$ cat config.mk
export PLATFORM = sky130hd
export DESIGN_NAME = fuzzy_rule_addr_gen
export DESIGN_NICKNAME = d
export VERILOG_FILES = /design/src/rtl/rag_pkg.sv /design/src/rtl/rag_sequencer.sv /design/src/rtl/rag_hold.sv /design/src/rtl/rag_lane_addr.sv /design/src/rtl/fuzzy_rule_addr_gen.sv
export SDC_FILE = /design/constraint.sdc
export NUM_CORES = 1
export LEC_CHECK = 0
export BUFFER_PORTS_ARGS = -buffer_cell sky130_fd_sc_hd__buf_2
export CORE_ASPECT_RATIO = 0.75
export CORE_MARGIN = 2
export CORE_UTILIZATION = 50
export DETAILED_ROUTE_END_ITERATION = 8
export PLACE_DENSITY = 0.76
export SYNTH_ARGS = -nofsm -noshare
export SYNTH_HDL_FRONTEND = slang
export SYNTH_HIERARCHICAL = 1
export SYNTH_SLANG_ARGS = --single-unit
$ cat constraint.sdc
create_clock -name clk -period 5.25 [get_ports clk]
set_input_delay 1.05 -clock clk [delete_from_list [all_inputs] [get_ports clk]]
set_output_delay 1.05 -clock clk [all_outputs]
set_load 0.03 [all_outputs]
$ cat src/rtl/rag_pkg.sv
package rag_pkg;
  typedef enum logic [1:0] {
    PH_IDLE   = 2'd0,
    PH_FIRST  = 2'd1,
    PH_SECOND = 2'd2
  } rag_phase_e;
endpackage

$ cat src/rtl/rag_sequencer.sv
module rag_sequencer
  import rag_pkg::*;
(
  input  logic clk,
  input  logic rst_n,
  input  logic in_valid,
  output logic in_ready,
  output logic take,
  output logic beat_valid,
  output logic beat_first
);
  rag_phase_e phase_q, phase_d;

  assign in_ready   = (phase_q != PH_FIRST);
  assign take       = in_valid && in_ready;
  assign beat_valid = (phase_q != PH_IDLE);
  assign beat_first = (phase_q == PH_FIRST);

  always_comb begin
    phase_d = phase_q;
    case (phase_q)
      PH_IDLE:   if (take) phase_d = PH_FIRST;
      PH_FIRST:  phase_d = PH_SECOND;
      PH_SECOND: phase_d = take ? PH_FIRST : PH_IDLE;
      default:   phase_d = PH_IDLE;
    endcase
  end

  always_ff @(posedge clk or negedge rst_n) begin
    if (!rst_n) phase_q <= PH_IDLE;
    else        phase_q <= phase_d;
  end
endmodule

$ cat src/rtl/rag_hold.sv
module rag_hold #(
  parameter int W = 8
) (
  input  logic         clk,
  input  logic         rst_n,
  input  logic         load,
  input  logic [W-1:0] d,
  output logic [W-1:0] q
);
  always_ff @(posedge clk or negedge rst_n) begin
    if (!rst_n)    q <= '0;
    else if (load) q <= d;
  end
endmodule

$ cat src/rtl/rag_lane_addr.sv
module rag_lane_addr #(
  parameter int SETS   = 7,
  parameter int IDX_W  = 3,
  parameter int ADDR_W = 6
) (
  input  logic [IDX_W-1:0]  row_idx,
  input  logic [IDX_W-1:0]  col_idx,
  output logic [ADDR_W-1:0] addr
);
  assign addr = ADDR_W'(row_idx) * ADDR_W'(SETS) + ADDR_W'(col_idx);
endmodule

$ cat src/rtl/fuzzy_rule_addr_gen.sv
module fuzzy_rule_addr_gen #(
  parameter int SETS   = 7,
  parameter int IDX_W  = $clog2(SETS),
  parameter int ADDR_W = $clog2(SETS * SETS)
) (
  input  logic              clk,
  input  logic              rst_n,
  input  logic              in_valid,
  output logic              in_ready,
  input  logic [IDX_W-1:0]  x0_set_even,
  input  logic [IDX_W-1:0]  x0_set_odd,
  input  logic [IDX_W-1:0]  x1_set_even,
  input  logic [IDX_W-1:0]  x1_set_odd,
  input  logic              x0_reg_even,
  input  logic              x0_reg_odd,
  input  logic              x1_reg_even,
  input  logic              x1_reg_odd,
  output logic              out_valid,
  output logic              out_first,
  output logic [ADDR_W-1:0] out_addr_even,
  output logic [ADDR_W-1:0] out_addr_odd,
  output logic              out_sel0,
  output logic              out_sel1_even,
  output logic              out_sel1_odd
);
  localparam int LANES  = 2;
  localparam int HOLD_W = 4 * IDX_W + 4;

  logic              take;
  logic [HOLD_W-1:0] hold_d, hold_q;
  logic [IDX_W-1:0]  h0_even, h0_odd, h1_even, h1_odd;
  logic              hr0_even, hr0_odd, hr1_even, hr1_odd;
  logic [IDX_W-1:0]  row_now;
  logic [IDX_W-1:0]  col_sel [LANES];
  logic [ADDR_W-1:0] lane_addr [LANES];

  rag_sequencer u_seq (
    .clk        (clk),
    .rst_n      (rst_n),
    .in_valid   (in_valid),
    .in_ready   (in_ready),
    .take       (take),
    .beat_valid (out_valid),
    .beat_first (out_first)
  );

  assign hold_d = {x0_set_even, x0_set_odd, x1_set_even, x1_set_odd,
                   x0_reg_even, x0_reg_odd, x1_reg_even, x1_reg_odd};

  rag_hold #(.W(HOLD_W)) u_hold (
    .clk   (clk),
    .rst_n (rst_n),
    .load  (take),
    .d     (hold_d),
    .q     (hold_q)
  );

  assign {h0_even, h0_odd, h1_even, h1_odd,
          hr0_even, hr0_odd, hr1_even, hr1_odd} = hold_q;

  // input 0 walks even set then odd set; input 1 is split across lanes
  assign row_now    = out_first ? h0_even : h0_odd;
  assign col_sel[0] = h1_even;
  assign col_sel[1] = h1_odd;

  for (genvar g = 0; g < LANES; g++) begin : g_lane
    rag_lane_addr #(.SETS(SETS), .IDX_W(IDX_W), .ADDR_W(ADDR_W)) u_addr (
      .row_idx (row_now),
      .col_idx (col_sel[g]),
      .addr    (lane_addr[g])
    );
  end

  assign out_addr_even = lane_addr[0];
  assign out_addr_odd  = lane_addr[1];
  assign out_sel0      = out_first ? hr0_even : hr0_odd;
  assign out_sel1_even = hr1_even;
  assign out_sel1_odd  = hr1_odd;
endmodule

# Word level (Yosys, flattened, before mapping)
# Index checks and enable logic that the tools add are counted.
# op_classes
addsub,2
multipliers,1
n_reduce_logical,3
eq_ne,4
mux,5
# op_table
op,count
adder 6 x 3 -> 6 bit,2
"multiplier 3 x 3 -> 6 bit, second input constant",1
one-hot mux 2 bit (3 select lines),1
"inequality test 2 x 1 -> 1 bit, second input constant",2
two-way mux 3 bit,1
"equality test 2 x 1 -> 1 bit, second input constant",1
"equality test 2 bit, second input constant",1
zero test 2 bit,1
two-way mux 1 bit,2
two-way mux 2 bit,1
nonzero test 2 bit,1
logical AND 1 bit,1
# word_totals
wordCells,17
output_inout_bits,18
register_bits,18

# Longest topological paths before layout
# depth
ltp_word,4
depth_mapped,11
mapped_depth_nobuf,11

# Hierarchy
# Netlist, hierarchy kept.
# by_module_without_submodules
module,area_per_inst_um2,n_inst,cells_each
rag_hold,649.4,1,34
rag_lane_addr,290.3,2,29
rag_sequencer,95.1,1,8
fuzzy_rule_addr_gen,45.0,1,4

# Least setup slack after synthesis
# OpenSTA, ideal clock, no wires.
# synth_path
path_type,flip-flop to output port
from,reg u_seq.phase_q[1]
to,out out_addr_odd[5]
path_slack_ns,0.687
t_arrival_ns,3.513
required_time_ns,4.200
path_buffers,0
path_stages_with_launch,12
path_cell_list,dfrtp_1 -> nand2b_4 -> inv_1 -> mux2_2 -> fa_1 -> inv_1 -> fa_1 -> inv_1 -> fa_1 -> a21o_1 -> a21oi_2 -> xnor2_1
# synth_between
elab_chain_len,4
# synth_rtl
element,line_no,rtl
from (decl),rag_sequencer.sv:12,"rag_phase_e phase_q, phase_d;"
from (signal assigned),rag_sequencer.sv:31,else phase_q <= phase_d;
equality test 2 x 1 -> 1 bit,rag_sequencer.sv:17,assign beat_first = (phase_q == PH_FIRST);
via out_first,fuzzy_rule_addr_gen.sv:19,"output logic out_first,"
two-way mux 3 bit,fuzzy_rule_addr_gen.sv:62,assign row_now = out_first ? h0_even : h0_odd;
via row_now[1],fuzzy_rule_addr_gen.sv:33,logic [IDX_W-1:0] row_now;
multiplier 3 x 3 -> 6 bit,rag_lane_addr.sv:10,assign addr = ADDR_W'(row_idx) * ADDR_W'(SETS) + ADDR_W'(col_idx);
adder 6 x 3 -> 6 bit,rag_lane_addr.sv:10,
to (decl),fuzzy_rule_addr_gen.sv:21,"output logic [ADDR_W-1:0] out_addr_odd,"
# The timed path passes the listed nets, and every way through them passes these cells.

# Final worst setup path
# layout_path
from,reg u_seq.phase_q[1]
to,out out_addr_odd[5]
# layout_between
elab_chain_len,4
# layout_rtl
element,line_no
equality test 2 x 1 -> 1 bit,rag_sequencer.sv:17
two-way mux 3 bit,fuzzy_rule_addr_gen.sv:62
via row_now[0],fuzzy_rule_addr_gen.sv:33
multiplier 3 x 3 -> 6 bit,rag_lane_addr.sv:10
adder 6 x 3 -> 6 bit,rag_lane_addr.sv:10
# The timed path passes the listed nets, and every way through them passes these cells.

==> run metrics <==
status finished clean; area of the mapped netlist 1370 um2; H-tree depth 1; Unique masters post-synth 17; Worst Skew 10.2 ps; fillers 223; first-pass GRT wire length about 4.0 mm; Worst Max-Slew Pin Slew between 400 and 500 ps; Die Ht 49.3 um; Initial Util 0.526; Max Fclk roughly 210 MHz; DR DRC count 0; Die ar. 3180 um2; power per cell area between 500 and 600 nW/um2; Lkg Pwr 0.000889 uW; layout cell share with drive strength beyond 1 0.461; slowest CP cell fa_1; Clock Sink Count 18; # hold bufs at CTS 0; Peak VDD IR 0.450 mV; ANT nets after route 0; total wire length about 2.3 mm; Worst R2R End u_hold/q[0]; WHS Path Cells 1; die width 64.4 um; most frequent cells in the layout 36 x buf_2, 20 x ha_1, 18 x inv_1, 18 x dfrtp_1; Worst-path clk slew 90 ps; CP Data Arrival Time 3710 ps; crit-path max FO 8; Clk Latency, worst-skew pair around 280 ps; register area share after synthesis 0.329; Critical Path RT 4200 ps; Core Box Area about 2600 um2; Final Hold Fails 0; vias per cell ~4.8; Routability Congestion between 0.7 and 0.8; wire per inst 13.2 um; Hold EP u_hold/q[14]; Worst R2R Setup Slack 3930 ps; initial antenna violation count 0; DP HPWL 1.90 mm; Worst R2R Start u_seq/phase_q[0]; Max-slew headroom 0.733; IO Port Bufs 36; CTS root buf clkbuf_4; commonest non-fill, non-tap cell in the layout buf_2; Critical Path End Type primary output; cell count after synthesis 104; RSZ-0062 raised after global routing false; setup TNS 0 ps; Setup CP Type register to primary output; Tot Pwr 805 uW; row count 16; All-Layer GR Usage 0.160; GRT Residual Overflow 0; CTS Buf Count 3; largest net degree at the start of global routing 19; Max Cap Violations 0; DRT Pass-1 Iters 4; Final nets 190; CTS tree built; #FFs+latches synth 18; Clock Tree Buf Depth 2; Initial DRC Count 21; Final Util 0.610; crit path time final 4760 ps; type of the most critical hold path register to register; Max Transition Viols Final 0; Ports 37; syn_nets 151; post-route clock period utilization 0.908; Post-CTS Setup Repair Bufs 0; Resized Gates After CTS 0; Hold Path Origin u_hold/q[14]; detailed-route via count 848; antenna fix cells 0; number of global-route vias before repair 888; CP peak stage delay 550 ps; Synth warnings 6; crit path cell chain nand2b_4 -> inv_1 -> mux2_2 -> fa_1 -> inv_1 -> fa_1 -> inv_1 -> fa_1 -> a21o_1 -> a21oi_2 -> xnor2_1 -> buf_2; CP Launch Type register; Register-to-Register Path Depth 3; syn avg cell area 13.2 um2; setup violators final 0; Area Growth Syn to Fin 15.8%
## routing by layer
layer	part of all wire	GRT usage	wire (um)	vias up
met5	0	0	0	-
met4	0.0081	0.0426	19	0
met3	0.029	0.0162	69	2
met2	0.50	0.266	1160	17
met1	0.47	0.226	1090	416
li1	-	-	-	413
## state kept, by name (all words and copies together), names as in the netlist
register	count
u_seq/phase_q	2
u_hold/q	16
## kinds of logic (layout without fill, tap and decap cells)
kind of cell,Yosys count,count (layout),synth area share
adder cells (fa/ha/maj),28,28,0.300
buffers and inverters,20,57,0.0721
XOR/XNOR,6,6,0.0384
multiplexers,20,20,0.192
flip-flops,18,18,0.329
AND/OR/NAND/NOR,4,4,0.0274
AO/OA/AOI/OAI,8,8,0.0420
## how the worst max path moves through the flow
stage                                start               end  depth (start not counted)  slack, ps
after floorplan           u_seq/phase_q[1]   out_addr_odd[5]                         11        690
after global placement    u_seq/phase_q[1]   out_addr_odd[5]                         12        850
after detailed placement  u_seq/phase_q[1]  out_addr_even[5]                         12        770
after CTS                 u_seq/phase_q[1]  out_addr_even[5]                         12        450
after global routing      u_seq/phase_q[1]   out_addr_odd[5]                         12        270
final                     u_seq/phase_q[1]   out_addr_odd[5]                         12        490
## worst max-delay path: cells and delay by family, from the launching register on
kind	cells	cell delay (ps)
adders and majority gates	3	1480
buffers and inverters	4	490
and+or+nand+nor	1	150
muxes	1	470
DFF	1	390
xor gates and xnor gates	1	120
AOI/OAI and AO/OA	2	350
## Yosys cell counts
library cell | instances | area share
a21oi_1 | 2 | 0.0073
fa_1 | 8 | 0.12
nand2b_4 | 1 | 0.010
buf_6 | 1 | 0.0082
a21o_1 | 4 | 0.022
inv_1 | 18 | 0.049
or2_2 | 1 | 0.0046
mux2_2 | 10 | 0.082
ha_1 | 20 | 0.18
dfrtp_1 | 18 | 0.33
a21oi_2 | 2 | 0.013
mux2_4 | 10 | 0.11
and2b_2 | 1 | 0.0064
xor2_1 | 2 | 0.013
xnor2_1 | 4 | 0.026
and2_4 | 1 | 0.0064
buf_12 | 1 | 0.015
## cell type report
type / count / area, um2 / area share
Timing Repair Buffer: 36 / 180 / 0.114
Tap cell: 36 / 45.0 / 0.0284
Sequential cell: 18 / 450 / 0.284
Multi-Input combinational cell: 66 / 821 / 0.517
Inverter: 18 / 67.6 / 0.0426
Clock buffer: 3 / 22.5 / 0.0142
## power breakdown
group	internal, uW	switching [uW]	leakage, uW
clock network	26.6	39.0	0.0000138
registers	158	11.9	0.000213
logic	205	364	0.000663
total	390	415	0.000889
## metrics by stage
| step | std cells | hold WS (ps) | setup WS (ps) | area (um2) |
|---|---|---|---|---|
| after detailed placement | 174 | 490 | 767 | 1560 |
| after CTS | 177 | 522 | 447 | 1590 |
| after global placement | 174 | 484 | 855 | 1560 |
| final | 177 | 520 | 485 | 1590 |
| after floorplan | 104 | 475 | 687 | 1370 |
| after global routing | 177 | 531 | 273 | 1590 |
(Power assumes the default switching activity.)
